<file path="config.mk">
export PLATFORM = sky130hd
export DESIGN_NAME = regbus_xact_bridge
export DESIGN_NICKNAME = d
export VERILOG_FILES = /design/src/rtl/regbus_xact_bridge.sv
export SDC_FILE = /design/constraint.sdc
export NUM_CORES = 1
export LEC_CHECK = 0
export ABC_AREA = 1
export BUFFER_PORTS_ARGS = -buffer_cell sky130_fd_sc_hd__buf_2
export CORE_ASPECT_RATIO = 1.25
export CORE_MARGIN = 2
export CORE_UTILIZATION = 50
export CTS_CLUSTER_DIAMETER = 50
export CTS_CLUSTER_SIZE = 20
export DETAILED_ROUTE_END_ITERATION = 8
export PLACE_DENSITY = 0.71
export SETUP_SLACK_MARGIN = 0.05
export SKIP_CTS_REPAIR_TIMING = 1
export SLEW_MARGIN = 5
export SYNTH_ARGS = -nofsm -noshare
export SYNTH_HDL_FRONTEND = slang
export SYNTH_SLANG_ARGS = --single-unit
</file>
<file path="constraint.sdc">
create_clock -name clk -period 1.87 [get_ports clk]
set_input_delay 0.187 -clock clk [delete_from_list [all_inputs] [get_ports clk]]
set_output_delay 0.187 -clock clk [all_outputs]
set_load 0.01 [all_outputs]
</file>
<file path="src/rtl/regbus_xact_bridge.sv">
module regbus_xact_bridge #(
  parameter int          BUS_AW  = 32,
  parameter int          BUS_DW  = 32,
  parameter int          BERR_W  = 6,
  parameter logic [3:0]  MARKER  = 4'hD,
  parameter logic [2:0]  ALEN_OK = 3'd4
) (
  input  logic              clk,
  input  logic              rst_n,
  input  logic              reg_valid,
  input  logic              reg_write,
  input  logic [1:0]        reg_addr,
  input  logic [63:0]       reg_wdata,
  output logic [63:0]       reg_rdata,
  output logic              bus_req,
  output logic              bus_we,
  output logic [BUS_AW-1:0] bus_addr,
  output logic [2:0]        bus_size,
  output logic [BUS_DW-1:0] bus_wdata,
  input  logic              bus_ack,
  input  logic [BERR_W-1:0] bus_err,
  input  logic [BUS_DW-1:0] bus_rdata
);
  localparam logic [1:0] OFF_CTL = 2'd0;
  localparam logic [1:0] OFF_STS = 2'd2;
  localparam logic [1:0] OFF_DAT = 2'd3;
  localparam int PAD_W = 64 - BERR_W - BUS_DW - 1 - 7 - 1 - 3 - 8;

  logic [63:0]       ctl_q, dat_q;
  logic              busy_q, done_q;
  logic [BERR_W-1:0] berr_q;
  logic [6:0]        cerr_q;
  logic [2:0]        xerr_q;
  logic [BUS_DW-1:0] rd_q;

  wire wr_any = reg_valid & reg_write;
  wire ctl_wr = wr_any && (reg_addr == OFF_CTL);
  wire dat_wr = wr_any && (reg_addr == OFF_DAT);

  wire [3:0] f_mark = reg_wdata[63:60];
  wire [3:0] f_size = reg_wdata[59:56];
  wire       f_read = reg_wdata[48];
  wire [2:0] f_alen = reg_wdata[40:38];

  wire       size_ok = (f_size == 4'd1) || (f_size == 4'd2) || (f_size == 4'd4);
  wire [2:0] bad     = {f_alen != ALEN_OK, !size_ok, f_mark != MARKER};

  logic [BUS_DW-1:0] wlane, rlane;
  always_comb begin
    case (f_size)
      4'd1:    wlane = {{(BUS_DW-8){1'b0}},  dat_q[63:56]};
      4'd2:    wlane = {{(BUS_DW-16){1'b0}}, dat_q[63:48]};
      default: wlane = dat_q[63:64-BUS_DW];
    endcase
    case (bus_size)
      3'd1:    rlane = {bus_rdata[7:0],  {(BUS_DW-8){1'b0}}};
      3'd2:    rlane = {bus_rdata[15:0], {(BUS_DW-16){1'b0}}};
      default: rlane = bus_rdata;
    endcase
  end

  always_ff @(posedge clk) begin
    if (!rst_n) begin
      ctl_q <= '0; dat_q <= '0; busy_q <= 1'b0; done_q <= 1'b0;
      berr_q <= '0; cerr_q <= '0; xerr_q <= '0; rd_q <= '0;
      bus_we <= 1'b0; bus_addr <= '0; bus_size <= '0; bus_wdata <= '0;
    end else begin
      if (dat_wr) dat_q <= reg_wdata;
      if (ctl_wr && !busy_q) begin
        ctl_q  <= reg_wdata;
        berr_q <= '0;
        xerr_q <= '0;
        rd_q   <= '0;
        cerr_q <= {4'b0, bad};
        if (|bad) begin
          done_q <= 1'b1;
        end else begin
          busy_q    <= 1'b1;
          done_q    <= 1'b0;
          bus_we    <= !f_read;
          bus_addr  <= reg_wdata[BUS_AW-1:0];
          bus_size  <= f_size[2:0];
          bus_wdata <= wlane;
        end
      end else begin
        if (ctl_wr) xerr_q[0] <= 1'b1;
        if (busy_q && bus_ack) begin
          busy_q <= 1'b0;
          done_q <= 1'b1;
          berr_q <= bus_err;
          if (!bus_we) rd_q <= rlane;
        end
      end
    end
  end

  assign bus_req = busy_q;

  wire [63:0] status = {berr_q, rd_q, {PAD_W{1'b0}}, busy_q, cerr_q, done_q, xerr_q, 8'b0};

  always_comb begin
    case (reg_addr)
      OFF_CTL: reg_rdata = ctl_q;
      OFF_STS: reg_rdata = status;
      OFF_DAT: reg_rdata = dat_q;
      default: reg_rdata = '0;
    endcase
  end

  a_r11_req_hold: assert property (@(posedge clk) disable iff (!rst_n)
    bus_req && !bus_ack |=> bus_req && $stable(bus_addr) && $stable(bus_we)
                             && $stable(bus_size) && $stable(bus_wdata));
  a_r5_ack_done: assert property (@(posedge clk) disable iff (!rst_n)
    bus_req && bus_ack |=> !bus_req && done_q);
  a_r7_bad_no_req: assert property (@(posedge clk) disable iff (!rst_n)
    ctl_wr && !bus_req && (|bad) |=> !bus_req && done_q);
  a_r2_launch: assert property (@(posedge clk) disable iff (!rst_n)
    ctl_wr && !bus_req && !(|bad) |=> bus_req && !done_q);
  a_r8_busy_ignored: assert property (@(posedge clk) disable iff (!rst_n)
    ctl_wr && bus_req |=> $stable(ctl_q) && xerr_q[0]);
  a_r9_done_holds: assert property (@(posedge clk) disable iff (!rst_n)
    done_q && !ctl_wr |=> done_q);
endmodule

</file>
Yosys cells after proc, flatten, opt, wreduce, memory -nomap -nowiden
Index checks and enable logic that the tools add are counted.
{ "word_totals": {"in_bits": 109, "ram_bits": 0, "wordCells": 51, "rom_bits": 0, "latchBits": 0, "regBits": 240, "output_inout_bits": 133, "mem_count": 0} }
{ "classes": {"n_addsub": 0, "div": 0, "reduce_logical": 16, "n_bitwise": 4, "shifts": 0, "n_mux": 9, "multipliers": 0, "order_cmp": 0, "n_eq_ne": 10} }
{ "op_table": {"columns": ["cell", "n"], "rows": [
  ["case mux 64 bit (3 select lines)", 1],
  ["case mux 32 bit (2 select lines)", 2],
  ["2-to-1 mux 1 bit", 6],
  ["AND reduction 2 bit", 3],
  ["equality test 2 bit (second input constant)", 2],
  ["equality test 4 x 1 -> 1 bit (second input constant)", 1],
  ["equality test 4 x 2 -> 1 bit (second input constant)", 1],
  ["equality test 4 x 3 -> 1 bit (second input constant)", 1],
  ["logical AND 1 bit", 4],
  ["inequality test 4 bit (second input constant)", 1],
  ["equality test 3 x 1 -> 1 bit (second input constant)", 1],
  ["equality test 3 x 2 -> 1 bit (second input constant)", 1],
  ["zero test 1 bit", 3],
  ["inequality test 3 bit (second input constant)", 1],
  ["NOT 1 bit", 3],
  ["OR reduction 3 bit", 1],
  ["zero test 2 bit", 1],
  ["logical OR 1 bit", 2],
  ["inequality test 2 bit (second input constant)", 1],
  ["nonzero test 2 bit", 1],
  ["OR reduction 2 bit", 1],
  ["bitwise AND 1 bit", 1]
]} }

Depth between registers and ports, before layout
Gate-level depths: netlist of run 1.
{ "logic_depth": {"depth_word": 7, "depth_mapped": 10, "ltp_nobuf": 9} }

Worst setup path after synthesis of run 1
Ideal clock, no wire load.
{ "synth_timing": {"path_kind": "flip-flop to flip-flop", "start": "register busy_q (netlist: bus_req)", "end": "register rd_q[18]", "setup_time_ps": 70, "path_stages_with_launch": 8, "synth_period_minus_slack_ps": 1437, "t_required_ps": 1800, "n_path_buf": 1, "path_slack_ps": 433, "arrival_ps": 1367, "path_cell_list": "dfxtp_1 -> nand2_1 -> nor2_2 -> inv_1 -> clkbuf_1 -> nor2_1 -> nand2_1 -> a21oi_1"} }
{ "synth_via": {"elab_chain_len": 3, "elab_cells_between_ends": 5, "cone_classes": "reduce/logical: 5"} }
{ "synth_lines": {"columns": ["element", "line_no", "text"], "rows": [
  ["start: declaration", "30", "logic busy_q, done_q;"],
  ["start signal: assignment", "64", "ctl_q <= '0; dat_q <= '0; busy_q <= 1'b0; done_q <= 1'b0;"],
  ["start signal: assignment", "78", "busy_q <= 1'b1;"],
  ["start signal: assignment", "88", "busy_q <= 1'b0;"],
  ["zero test 1 bit", "69", "if (ctl_wr && !busy_q) begin"],
  ["logical AND 1 bit", "69", null],
  ["OR reduction 2 bit (no source line)", null, null],
  ["end signal: assignment", "91", "if (!bus_we) rd_q <= rlane;"],
  ["end: declaration", "34", "logic [BUS_DW-1:0] rd_q;"]
]} }
Several ways; a longest one is shown, not always the timed one.
A chain may end at the register's enable or synchronous reset.

Worst setup path after layout of run 1
{ "layout_timing": {"start": "register busy_q (netlist: bus_req)", "end": "register cerr_q[0]"} }
{ "layout_via": {"elab_chain_len": 2} }
{ "layout_lines": {"columns": ["element", "line_no", "text"], "rows": [
  ["zero test 1 bit", "69", null],
  ["logical AND 1 bit", "69", null],
  ["end signal: assignment", "74", "cerr_q <= {4'b0, bad};"],
  ["end: declaration", "32", "logic [6:0] cerr_q;"]
]} }
No other way between the ends.

==> results by group, run 1 <==
Floorplanning
  • Starting Density: 50.7%
  • Total die area: 21,600 sq um
  • Core footprint: 20,100 sq um
  • Die Wd: 132 microns
  • Die height: 164 microns
  • Core Rows: between 50 and 60
  • # IOs: 242

Critical path
  • Worst Path Arrival: 2.06 ns
  • CP endpoint kind: flop
  • Critical-path cell list: nand3b_1 > buf_4 > inv_2 > nand2_1 > buf_4 > o21ai_0
  • Max incr delay on CP: 0.45 ns
  • End point of the critical path: cerr_q[0]$_SDFFE_PN0P_
  • Path depth of the worst reg2reg path: 6
  • Crit path from: bus_req$_SDFFE_PN0P_
  • Crit Reg-Reg Endpoint: cerr_q[0]$_SDFFE_PN0P_
  • Crit-path slowest cell: dfxtp_1
  • Most used cell, CP: buf_4
  • Reg2Reg Launch Point: bus_req$_SDFFE_PN0P_
  • R2R Setup Slk: 0.17 ns
  • CP max FO: 35
  • CP Data Required Time: between 2 and 2.5 ns
  • Nature of the critical path startpoint: flop
  • Crit path kind: reg -> reg

Drt
  • Number of vias per cell: 5.42
  • DRC: 0
  • DRT antenna net count: 0
  • Drt initial violations: about 900
  • DRT Pass-1 Iters: 5
  • Detailed Route WL: 32,500 microns
  • Via count: 10,674
  • Avg WL per Cell: 16.5 microns

Timing
  • Final setup TNS: 0 ns
  • Pin slew with the least headroom to its limit: 0.494 ns
  • Slew HR: 67.0%
  • Max Slew Vio Count: 0
  • RSZ-0062 raised after global routing: no
  • Worst hold slack: -0.0192 ns
  • Clock Skew: 0.0160 ns
  • Final setup vio count: 0
  • Period utilization: 91.0%
  • Slack of the critical path: 0.168 ns
  • Tmin final: 1.70 ns
  • Fmax: 588 MHz
  • Endpoints failing hold: 26

Global routing
  • Global Route met1 Usage: 38.3%
  • GRT busiest layer: met2
  • Pin count of the biggest net entering global routing: 65
  • Global-route track usage on met2: 45.1%
  • Antenna violations before repair: 0
  • Met3 usage: under 10%
  • GR Overflow Total: 0
  • Vias in the first global route: around 9,400
  • Global-route wire length before repair: 49,300 microns
  • Overall Global Routing Usage: 28.1%

Finish
  • Most frequent cells in the layout: 253 x nand2_1, 240 x dfxtp_1, 240 x buf_2
  • Ant diodes: 0
  • Final instance area: about 13,000 sq um
  • Fraction of layout cells with a size suffix above 1: 19.8%
  • Core Util, Final: 64.6%
  • Area grow syn2layout: 27.2%
  • Leading cell type in the layout, fill and taps excluded: nand2_1
  • Post-layout net count: 1,796
  • FILL cells: 1,857

Hold path
  • Type of the tightest min-delay check: in -> reg
  • Hold_sp: bus_rdata[8]

Clock tree
  • CTS root buf: clkbuf_16
  • Htree depth: 1
  • TritonCTS clock tree: built
  • Clk buf depth: 3
  • Clock Latency Late Sink: 0.50 ns
  • CTS sink count: 240
  • Cts bufs inserted: 20
  • Reg clk slew, reported paths: 0.08 ns

Synthesis
  • Cells after synthesis: 1,432
  • Synthesized net count: 1,541
  • Synth Register Bits: between 200 and 250
  • Seq/Total Area, Yosys: between 40% and 50%
  • Post-synthesis cell area: between 10,000 and 15,000 sq um
  • Syn Area/Cell: between 7 and 8 sq um
  • Distinct cell type count after synthesis: 24
  • Synth warn: 0

Power
  • Cell leakage power: 5.71 nW
  • Power Density: a little over 800 nW/um^2
  • Max VDD drop: roughly 0.00088 V

Outcome
  • Failing checks: negative hold slack
  • Run status: complete, but fails checks

Placement
  • PortBufs: 241
  • DP HPWL: 22,200 microns
  • Post-place instance area: 11,700 sq um
  • Pre-CTS setup slack: 0.195 ns
  • GP Congestion: 0.937

Flow run
  • Max Cap Violations: 0
==> per-stage QoR <==
stage	hold slack, ns	power, W	cells
finish	-0.0192	0.0105	1970
global route	-0.00583	0.0108	1970
detailed placement	0.437	0.00611	1880
CTS	-0.0791	0.0104	1915
floorplan	0.322	0.00575	1432
global placement	0.432	0.00610	1880
==> report_power, final <==
| part | switching (W) | internal [W] | total [W] |
|---|---|---|---|
| clock | 0.00202 | 0.00234 | 0.00437 |
| combinational | 0.000528 | 0.000331 | 0.000859 |
| sequential | 0.0000510 | 0.00519 | 0.00524 |
==> routing by layer <==
layer	share of wire [%]	vias to the layer above
met3	7.0	59
li1	-	5210
met5	0	-
met1	43	4926
met4	3.5	0
met2	47	479
==> final cells by class <==
type,count,area (sq um),area share [%]
clock inverters,12,140,1.08
well taps,270,338,2.60
clock buffers,23,553,4.26
repair buffers,337,2170,16.7
flip-flops and latches,240,4800,37.0
multi-input cells,936,4400,33.9
repair inverters,1,7.51,0.0579
inverters,151,571,4.40
==> registers in the layout, indices dropped and copies added, names as in the netlist, 3 cells and up <==
register   count
dat_q         64
ctl_q         64
berr_q         6
bus_wdata     32
bus_size       3
bus_addr      32
rd_q          32
cerr_q         3
==> worst min path at each step <==
stage | endpoint | slack (ns) | cells after the start
after CTS | rd_q[25]$_SDFFE_PP0P_ | -0.08 | 3
after global routing | ctl_q[22]$_SDFFE_PN0P_ | -0.006 | 3
final | rd_q[8]$_SDFFE_PP0P_ | -0.02 | 3
after detailed placement | dat_q[42]$_SDFFE_PN0P_ | 0.44 | 3
after global placement | rd_q[25]$_SDFFE_PP0P_ | 0.43 | 3
after floorplan | dat_q[32]$_SDFFE_PN0P_ | 0.32 | 2
==> critical path, delay by kind of cell (launching register included) <==
| family | cells | cell delay, ns |
|---|---|---|
| buffers and inverters | 3 | 0.60 |
| DFF | 1 | 0.45 |
| and+or+nand+nor | 2 | 0.33 |
| AOI/OAI and AO/OA | 1 | 0.18 |
==> cell families (layout without fill, tap and decap cells) <==
| family | count (synthesis) | after routing | synth area share [%] |
|---|---|---|---|
| buffers and inverters | 256 | 524 | 10.1 |
| AO/OA/AOI/OAI | 350 | 350 | 19.1 |
| flip-flops | 240 | 240 | 47.1 |
| AND/OR/NAND/NOR | 586 | 586 | 23.8 |
==> cell usage after synthesis <==
master | instances | share of area [%]
a21boi_1 | 1 | 0.074
a21oi_1 | 129 | 6.3
a22oi_1 | 8 | 0.59
buf_1 | 10 | 0.37
buf_2 | 19 | 0.93
buf_4 | 3 | 0.22
buf_6 | 4 | 0.44
clkbuf_1 | 69 | 2.5
dfxtp_1 | 240 | 47
inv_1 | 148 | 5.4
inv_2 | 3 | 0.11
nand2_1 | 254 | 9.3
nand2_2 | 2 | 0.12
nand3_1 | 150 | 7.4
nand3_2 | 1 | 0.098
nand3b_1 | 1 | 0.074
nor2_1 | 171 | 6.3
nor2_2 | 5 | 0.31
nor2_4 | 1 | 0.11
o211ai_1 | 37 | 2.7
o21ai_0 | 129 | 6.3
o221ai_1 | 8 | 0.69
o22ai_1 | 38 | 2.3
or2_2 | 1 | 0.061
No activity file was read; power rests on OpenSTA's default activity.
==> inputs of run 2 (changes only) <==
==> constraint.sdc (replaced) <==
create_clock -name clk -period 1.87 [get_ports clk]
set_input_delay 0.4675 -clock clk [delete_from_list [all_inputs] [get_ports clk]]
set_output_delay 0.4675 -clock clk [all_outputs]
set_load 0.01 [all_outputs]
==> run 2 against run 1 <==
The flow finishes with violations (negative setup slack). Power is essentially flat. Non-clock buffer count shrank 27. Cell count shrank 1.3%. First-iteration DRC count grew 0.22%. Critical path depth grew 2. Critical path type is now in -> out. Largest cell class unchanged.
==> results by group, run 2 (synthesis results as in run 1) <==
Outcome
  • Run status: complete, but fails checks (unchanged)
  • Failing checks: negative setup slack (was negative hold slack)

Hold path
  • Type of the tightest min-delay check: in -> reg (unchanged)

Power
  • Share of total power in combinational logic: 8.7% (was 8.2%)
  • Switching part of the total: 25.8% (was 24.9%)
  • Power Density: 805 nW/um^2 (was 806 nW/um^2)
  • Int Pwr: 0.00777 W (was 0.00786 W)
  • Clock power frac: 41.2% (was 41.7%)
  • Psw: 0.00270 W (was 0.00260 W)
  • Flop pwr share: 50.1% (about the same)
  • Tot Pwr: 0.0105 W (about the same)
  • Cell leakage power: 5.75 nW (was 5.71 nW)
  • Max VDD drop: 0.000603 V (was 0.000881 V)

Timing
  • Slew HR: 65.7% (was 67.0%)
  • Fmax: 507 MHz (was 588 MHz)
  • Endpoints failing hold: 0 (was 26)
  • Worst hold slack: 0.201 ns (was -0.0192 ns)
  • Clock Skew: 0.0131 ns (was 0.0160 ns)
  • Period utilization: 105% (was 91.0%)
  • Pin slew with the least headroom to its limit: 0.514 ns (was 0.494 ns)
  • Max Slew Vio Count: 0 (unchanged)
  • Final setup vio count: 57 (was 0)
  • RSZ-0062 raised after global routing: yes (was no)
  • Tmin final: 1.97 ns (was 1.70 ns)
  • Slack of the critical path: -0.102 ns (was 0.168 ns)

Critical path
  • Crit-path slowest cell: clkbuf_16 (was dfxtp_1)
  • Nature of the critical path startpoint: input pin (was flop)
  • Crit path kind: in -> out (was reg -> reg)
  • Worst Path Arrival: 1.50 ns (was 2.06 ns)
  • Most used cell, CP: nand2_1 (was buf_4)
  • Max incr delay on CP: 0.22 ns (was 0.45 ns)
  • Critical-path cell list: buf_8 > buf_6 > nand2_1 > inv_4 > clkbuf_16 > nand2_1 > o211ai_1 > buf_2 (was nand3b_1 > buf_4 > inv_2 > nand2_1 > buf_4 > o21ai_0)
  • CP endpoint kind: output port (was flop)
  • CP max FO: 18 (was 35)
  • CP Data Required Time: 1.40 ns (was 2.23 ns)

Global routing
  • Global-route wire length before repair: 50,100 microns (was 49,300 microns)
  • Antenna violations before repair: 7 (was 0)
  • Pin count of the biggest net entering global routing: 64 (was 65)
  • Overall Global Routing Usage: 28.7% (was 28.1%)
  • Vias in the first global route: 9,616 (was 9,367)
  • GR Overflow Total: 0 (unchanged)

Placement
  • GP Congestion: 0.963 (was 0.937)
  • PortBufs: 241 (unchanged)
  • DP HPWL: 23,000 microns (was 22,200 microns)
  • Cells after DPL: 1,897 (was 1,880)

Clock tree
  • Cts bufs inserted: 20 (unchanged)
  • CTS sink count: 240 (unchanged)
  • Reg clk slew, reported paths: 0.08 ns (about the same)
  • Htree depth: 1 (unchanged)
  • Clk buf depth: 3 (unchanged)
  • TritonCTS clock tree: built (unchanged)
  • CTS root buf: clkbuf_16 (unchanged)
  • Clock Latency Late Sink: 0.51 ns (was 0.50 ns)

Finish
  • FILL cells: 1,835 (was 1,857)
  • Largest registers: ctl_q x64, dat_q x64 (unchanged)
  • Final Non-Filler Cells: 1,945 (was 1,970)
  • Fraction of layout cells with a size suffix above 1: 22.6% (was 19.8%)
  • Post-layout net count: 1,768 (was 1,796)
  • Most frequent cells in the layout: 251 x nand2_1, 238 x dfxtp_1, 231 x buf_2 (was 253 x nand2_1, 240 x dfxtp_1, 240 x buf_2)
  • Area grow syn2layout: 27.5% (was 27.2%)
  • Leading cell type in the layout, fill and taps excluded: nand2_1 (unchanged)

Floorplanning
  • Starting Density: 50.7% (unchanged)
  • Die Wd: 132 microns (unchanged)
  • Die height: 164 microns (unchanged)
  • Total die area: 21,600 sq um (unchanged)
  • Core Rows: 58 (unchanged)
  • # IOs: 242 (unchanged)
  • Core footprint: 20,100 sq um (unchanged)

Drt
  • DRC: 0 (unchanged)
  • DRT antenna net count: 0 (unchanged)
  • Via count: 10,644 (was 10,674)
  • Detailed Route WL: 34,000 microns (was 32,500 microns)
  • DRT Pass-1 Iters: 6 (was 5)
  • Avg WL per Cell: 17.5 microns (was 16.5 microns)
  • Drt initial violations: 901 (was 899)
  • Number of vias per cell: 5.47 (was 5.42)

Flow run
  • Max Cap Violations: 0 (unchanged)
-- run 2: changes by cell type in the layout (fill, tap and decap cells not counted), sizes merged, moves of 3 or more --
cell,change
buf,+21
clkbuf,+6
clkinv,-3
diode,+3
dlygate4sd3,-53
inv,+3
-- run 2: power groups by stage --
stage / clock [W] / sequential [W] / combinational, W
after global placement: 0 / 0.00536 / 0.000799
final: 0.00431 / 0.00524 / 0.000914
after floorplan: 0 / 0.00534 / 0.000417
after detailed placement: 0 / 0.00536 / 0.000803
after global routing: 0.00455 / 0.00525 / 0.000986
after CTS: 0.00437 / 0.00524 / 0.000807
-- run 2: metrics by stage --
step	TNS [ns]	utilization [%]	setup slack, ns	instance area [sq um]
final	-2.81	64.7	-0.102	13000
after floorplan	0	-	0.112	10200
after CTS	-3.57	62.8	-0.139	12600
after detailed placement	-4.58	59.5	-0.136	12000
after global routing	-5.59	64.7	-0.144	13000
after global placement	-4.18	59.5	-0.112	12000
-- run 2: worst max-delay path: cells and delay by family --
kind | cells | cell delay (ns)
AO/OA/AOI/OAI | 1 | 0.13
buffers and inverters | 5 | 0.74
AND/OR/NAND/NOR | 2 | 0.17
-- run 2: layout make-up --
type	count	area (sq um)	area share (%)
sequential	240	4810	37.0
multi-input combinational	936	4480	34.4
timing repair buffer	310	2130	16.4
inverter	151	582	4.47
clock buffer	24	557	4.28
tap	270	338	2.60
clock inverter	11	106	0.818
antenna	3	7.51	0.0577
-- run 2: per-layer routing --
layer / routed length, microns / global-route usage, %
met1: 13500 / 36.7
met2: 15900 / 47.1
met3: 3100 / 5.83
met4: 1400 / 13.2
met5: 14 / 0
-- run 2: final timing paths --
check                                 from                endpoint  slack, ns  depth (start not counted)
hold reg to reg     berr_q[3]$_SDFFE_PP0P_  berr_q[3]$_SDFFE_PP0P_       0.47                          2
setup reg to reg  bus_size[2]$_SDFFE_PN0P_   rd_q[24]$_SDFFE_PP0P_       0.22                          7
setup / recovery               reg_addr[0]           reg_rdata[55]      -0.10                          8
hold / removal               bus_rdata[29]   rd_q[29]$_SDFFE_PP0P_       0.20                          3
